File: src/rtl/spi_presc_pkg.sv
package spi_presc_pkg;
  localparam int FIELD_W = 8;
  localparam int SPR_W   = 4;
  localparam int EXP_W   = 3;
  localparam int DIV_W   = SPR_W + (1 << EXP_W) - 1;
  localparam int HALF_W  = DIV_W - 1;

  typedef enum logic {
    FMT_LEGACY   = 1'b0,
    FMT_EXTENDED = 1'b1
  } presc_fmt_e;

  function automatic logic [DIV_W-1:0] min_ratio(presc_fmt_e fmt);
    return (fmt == FMT_LEGACY) ? DIV_W'(4) : DIV_W'(2);
  endfunction
endpackage

File: src/rtl/spi_presc_decode.sv
module spi_presc_decode
  import spi_presc_pkg::*;
#(
  parameter presc_fmt_e FMT = FMT_EXTENDED
) (
  input  logic [FIELD_W-1:0] field_i,
  output logic [DIV_W-1:0]   ratio_o
);
  generate
    if (FMT == FMT_LEGACY) begin : g_legacy
      logic [SPR_W-1:0] n;
      assign n = field_i[SPR_W-1:0];
      always_comb begin
        if (n < SPR_W'(2)) ratio_o = DIV_W'(4);
        else               ratio_o = {{(DIV_W-SPR_W-1){1'b0}}, n, 1'b0};
      end
    end else begin : g_extended
      logic [SPR_W-1:0] mant;
      logic [SPR_W-1:0] mant_eff;
      logic [EXP_W-1:0] expo;
      assign mant     = field_i[SPR_W-1:0];
      assign expo     = {field_i[7:6], field_i[4]};
      assign mant_eff = (mant < SPR_W'(2)) ? SPR_W'(2) : mant;
      assign ratio_o  = {{(DIV_W-SPR_W){1'b0}}, mant_eff} << expo;
    end
  endgenerate
endmodule

File: src/rtl/spi_presc_phase.sv
module spi_presc_phase
  import spi_presc_pkg::*;
#(
  parameter logic [DIV_W-1:0] RST_RATIO = DIV_W'(2)
) (
  input  logic             clk,
  input  logic             rst,
  input  logic [DIV_W-1:0] ratio_i,
  input  logic             hold_i,
  output logic             lvl_o,
  output logic             tick_o,
  output logic             rise_o
);
  logic [DIV_W-1:0]  cur_ratio;
  logic [HALF_W-1:0] cnt;
  logic [DIV_W-1:0]  nxt_ratio;
  logic [DIV_W-1:0]  hi_len;
  logic [DIV_W-1:0]  lo_len;

  // ratio chosen at a rising boundary
  assign nxt_ratio = hold_i ? cur_ratio : ratio_i;
  // high phase rounds up, low phase rounds down
  assign hi_len    = (nxt_ratio + DIV_W'(1)) >> 1;
  assign lo_len    = cur_ratio >> 1;

  always_ff @(posedge clk) begin
    if (rst) begin
      lvl_o     <= 1'b0;
      tick_o    <= 1'b0;
      rise_o    <= 1'b0;
      cnt       <= '0;
      cur_ratio <= RST_RATIO;
    end else begin
      tick_o <= 1'b0;
      rise_o <= 1'b0;
      if (cnt == '0) begin
        tick_o <= 1'b1;
        lvl_o  <= ~lvl_o;
        if (!lvl_o) begin
          rise_o    <= 1'b1;
          cur_ratio <= nxt_ratio;
          cnt       <= hi_len[HALF_W-1:0] - HALF_W'(1);
        end else begin
          cnt <= lo_len[HALF_W-1:0] - HALF_W'(1);
        end
      end else begin
        cnt <= cnt - HALF_W'(1);
      end
    end
  end
endmodule

File: src/rtl/spi_clk_presc.sv
module spi_clk_presc
  import spi_presc_pkg::*;
#(
  parameter presc_fmt_e FMT = FMT_EXTENDED
) (
  input  logic               clk,
  input  logic               rst,
  input  logic [FIELD_W-1:0] presc_field_i,
  input  logic               word_busy_i,
  output logic               sck_lvl_o,
  output logic               half_tick_o,
  output logic               edge_rise_o
);
  logic [DIV_W-1:0] ratio;

  spi_presc_decode #(.FMT(FMT)) u_dec (
    .field_i (presc_field_i),
    .ratio_o (ratio)
  );

  spi_presc_phase #(.RST_RATIO(min_ratio(FMT))) u_phase (
    .clk     (clk),
    .rst     (rst),
    .ratio_i (ratio),
    .hold_i  (word_busy_i),
    .lvl_o   (sck_lvl_o),
    .tick_o  (half_tick_o),
    .rise_o  (edge_rise_o)
  );
endmodule

File: config.mk
export PLATFORM = sky130hd
export DESIGN_NAME = spi_clk_presc
export DESIGN_NICKNAME = d
export VERILOG_FILES = /design/src/rtl/spi_presc_pkg.sv /design/src/rtl/spi_presc_decode.sv /design/src/rtl/spi_presc_phase.sv /design/src/rtl/spi_clk_presc.sv
export SDC_FILE = /design/constraint.sdc
export NUM_CORES = 1
export LEC_CHECK = 0
export BUFFER_PORTS_ARGS = -buffer_cell sky130_fd_sc_hd__buf_2
export CAP_MARGIN = 15
export CORE_ASPECT_RATIO = 1.1
export CORE_UTILIZATION = 40
export DETAILED_ROUTE_END_ITERATION = 7
export PLACE_DENSITY = 0.56
export SYNTH_ARGS = -nofsm -noshare
export SYNTH_HDL_FRONTEND = slang
export SYNTH_HIERARCHICAL = 1
export SYNTH_SLANG_ARGS = --single-unit
File: constraint.sdc
create_clock -name clk -period 4.3 [get_ports clk]
set_input_delay 1.29 -clock clk [delete_from_list [all_inputs] [get_ports clk]]
set_output_delay 1.29 -clock clk [all_outputs]
set_load 0.1 [all_outputs]
==> metrics <==
Buffers on Ports=12; Pins Over Slew Limit=0; Vias=~2000; drt total wl=5220 microns; synthesized area per cell=roughly 7.8 sq um; Max-Cap Viols=0; worst hold-check path type=flip-flop to flip-flop; most numerous cell in the Yosys netlist=nor2_1; drc violations=0; Worst setup EP type=flip-flop; nets@finish=a little over 300; unique cell type count in the Yosys netlist=68; row count=26; largest cells by area after synthesis=dfxtp_1 24%, nor2_1 6.8%, a21oi_1 5.0%; Seq cells post-synth=24; vias in the first global route=around 1800; Ant. Diodes=0; Critical Path Fanout Max=6; Mapped Nets=268; remaining antenna violation count=0; P per Cell Area=a little over 500 nW/um^2; kind of critical path=input port to flip-flop; CTS tree=done; worst vdd ir=279 uV; FMAX=0.248 GHz; Seq/Total Area, Yosys=around 24%; Worst-path clk slew=roughly 0.08 ns; synthesized instance count=roughly 260; drt pass-1 iters=4; grt total ovfl=0; iteration-0 DRC count of the detailed router=93; Worst Path Arrival=approximately 4.2 ns; Worst slew margin=about 47%; average wire per cell in the routed design=approximately 15 microns; Num CTS Buffers=3; area post-placement=between 2000 and 2500 sq um; clock latency on the worst-skew pair=between 0.2 and 0.3 ns; Tmin final=between 4 and 5 ns; Die W=just under 70 microns; Total Routing Usage GR=between 20% and 30%; ys flop type=dfxtp_1; type of origin of the critical path=input port; Max Buffers Root-to-Sink=2; outcome=finished, final reports clean; Post-synth ARST share=0%; Hold-fix buffers, CTS=0; vias per std cell=roughly 5.7; post-route cell area=2360 sq um; Slew @ Worst Pin=slightly below 0.8 ns; fraction of layout cells with a size suffix above 1=a little over a quarter; CP required=~4.5 ns; Die Y=approximately 76 microns; initial antenna violation count=0; synthesized area=between 1500 and 2000 sq um; die area=5240 sq um; Place WS=-0.0159 ns; Final Hold Vio Count=0; Core ar.=4720 sq um; Ys Warns=6; routability cong.=~0.8; H-tree depth=1; ratio of final minimum period to clock period=between 90% and 100%; Post-synth EDFFs=0; Initial Utilization=between 40% and 50%; unrepaired setup endpoints after global routing=no; Worst Skew=around 0.0032 ns; Area Growth Syn to Fin=19.1%; Finish-stage setup viols=0; post-route setup slack=~0.26 ns; synth cell count leaders=36 x nor2_1, 24 x dfxtp_1, 21 x nand2_1, 20 x a21oi_1, 15 x o21ai_0; TritonCTS Sinks=24; Root Buffer=clkbuf_8; pin count of the biggest net entering global routing=26; first-pass GRT wire length=between 8000 and 9000 microns; Lkg Pwr=between 0.9 and 1 nW; Boundary Pins=14; cell taking the most area after synthesis=dfxtp_1; Post-DP HPWL=a little under 4000 microns; Post-CTS Setup Bufs=0; Synth top area share=around a quarter
## placed cells by master, fill, tap and decap left out, drive strengths merged, types with 4 or more instances in the layout
cell type,instances
buf,50
nor2,36
dfxtp,24
nand2,21
a21oi,20
o21ai,15
nor3,11
nand3,8
mux2,8
mux2i,7
a31oi,6
inv,6
nand4,6
nand3b,5
a211oi,5
nand2b,4
nor4,4
nor3b,4
or3,4
## critical path, stage by stage
cell,delay [ns]
buf_2,0.13
nor2_1,0.17
xnor2_1,0.14
o22ai_1,0.12
nor3_1,0.21
mux2_2,0.21
ha_1,0.27
nand4b_1,0.24
nand2_1,0.19
a31o_2,0.18
a2bb2oi_1,0.08
or3_1,0.45
nor4_2,0.18
mux2_1,0.34
## layout make-up
| class | count | area [sq um] |
|---|---|---|
| sequential | 24 | 480 |
| timing repair buffer | 50 | 345 |
| tap | 56 | 70.1 |
| inverter | 6 | 22.5 |
| multi-input combinational | 213 | 1400 |
| fill | 497 | 2360 |
| clock buffer | 3 | 41.3 |
## sequential cells by signal, summed over array words and instances, names as in the netlist
| name | count |
|---|---|
| u_phase/cnt | 10 |
| u_phase/cur_ratio | 11 |
| u_phase/lvl_o | 1 |
| u_phase/rise_o | 1 |
| u_phase/tick_o | 1 |
## where the power goes
| group | internal [W] | switching (W) | leakage, nW |
|---|---|---|---|
| Sequential | 0.000288 | 0.0000815 | 0.196 |
| Combinational | 0.000301 | 0.000420 | 0.778 |
| Clock | 0.0000626 | 0.0000693 | 0.0216 |
## through the flow
step / power [W] / hold slack [ns] / util, % / setup TNS, ns / instances
2_1_floorplan: 0.000872 / 0.424 / - / 0 / 255
3_3_place_gp: 0.00108 / 0.440 / 49.1 / -0.00840 / 349
3_5_place_dp: 0.00109 / 0.443 / 49.1 / -0.0159 / 349
4_1_cts: 0.00123 / 0.459 / 49.9 / 0 / 352
5_1_grt: 0.00132 / 0.485 / 50.1 / 0 / 352
6_report: 0.00122 / 0.456 / 50.1 / 0 / 352
## kinds of logic after synthesis
| family | Yosys count | share of synthesized area, % |
|---|---|---|
| adders and majority gates | 2 | 1.26 |
| AOI/OAI and AO/OA | 70 | 24.1 |
| and+or+nand+nor | 121 | 34.4 |
| DFF | 24 | 24.2 |
| muxes | 15 | 8.45 |
| buffers and inverters | 18 | 5.36 |
| xor gates and xnor gates | 5 | 2.21 |
## layer usage
layer  routed length, microns  track usage (%)  share of wire (%)  vias up
met3                      165             1.98                3.2        2
met2                     2560             37.2                 49       33
met4                       34             5.44               0.65        0
met5                        0                0                  0        -
met1                     2460             26.1                 47      932
li1                         -                -                  -     1038
## repair_timing
| item | CTS | global route |
|---|---|---|
| setup endpoints to repair | 0 | 1 |
| gates resized for setup | 0 | 1 |
| endpoints found under the hold margin | 0 | 0 |
## final timing paths
check / startpoint / to / slack (ns) / cells after the start
setup reg to reg: u_phase/lvl_o / u_phase/cnt[9] / 1.53 / 7
setup / recovery: presc_field_i[3] / u_phase/cnt[9] / 0.26 / 14
hold / removal: u_phase/cnt[0] / u_phase/cnt[0] / 0.46 / 1
hold reg to reg: u_phase/cnt[0] / u_phase/cnt[0] / 0.46 / 1
(Power assumes the default switching activity.)
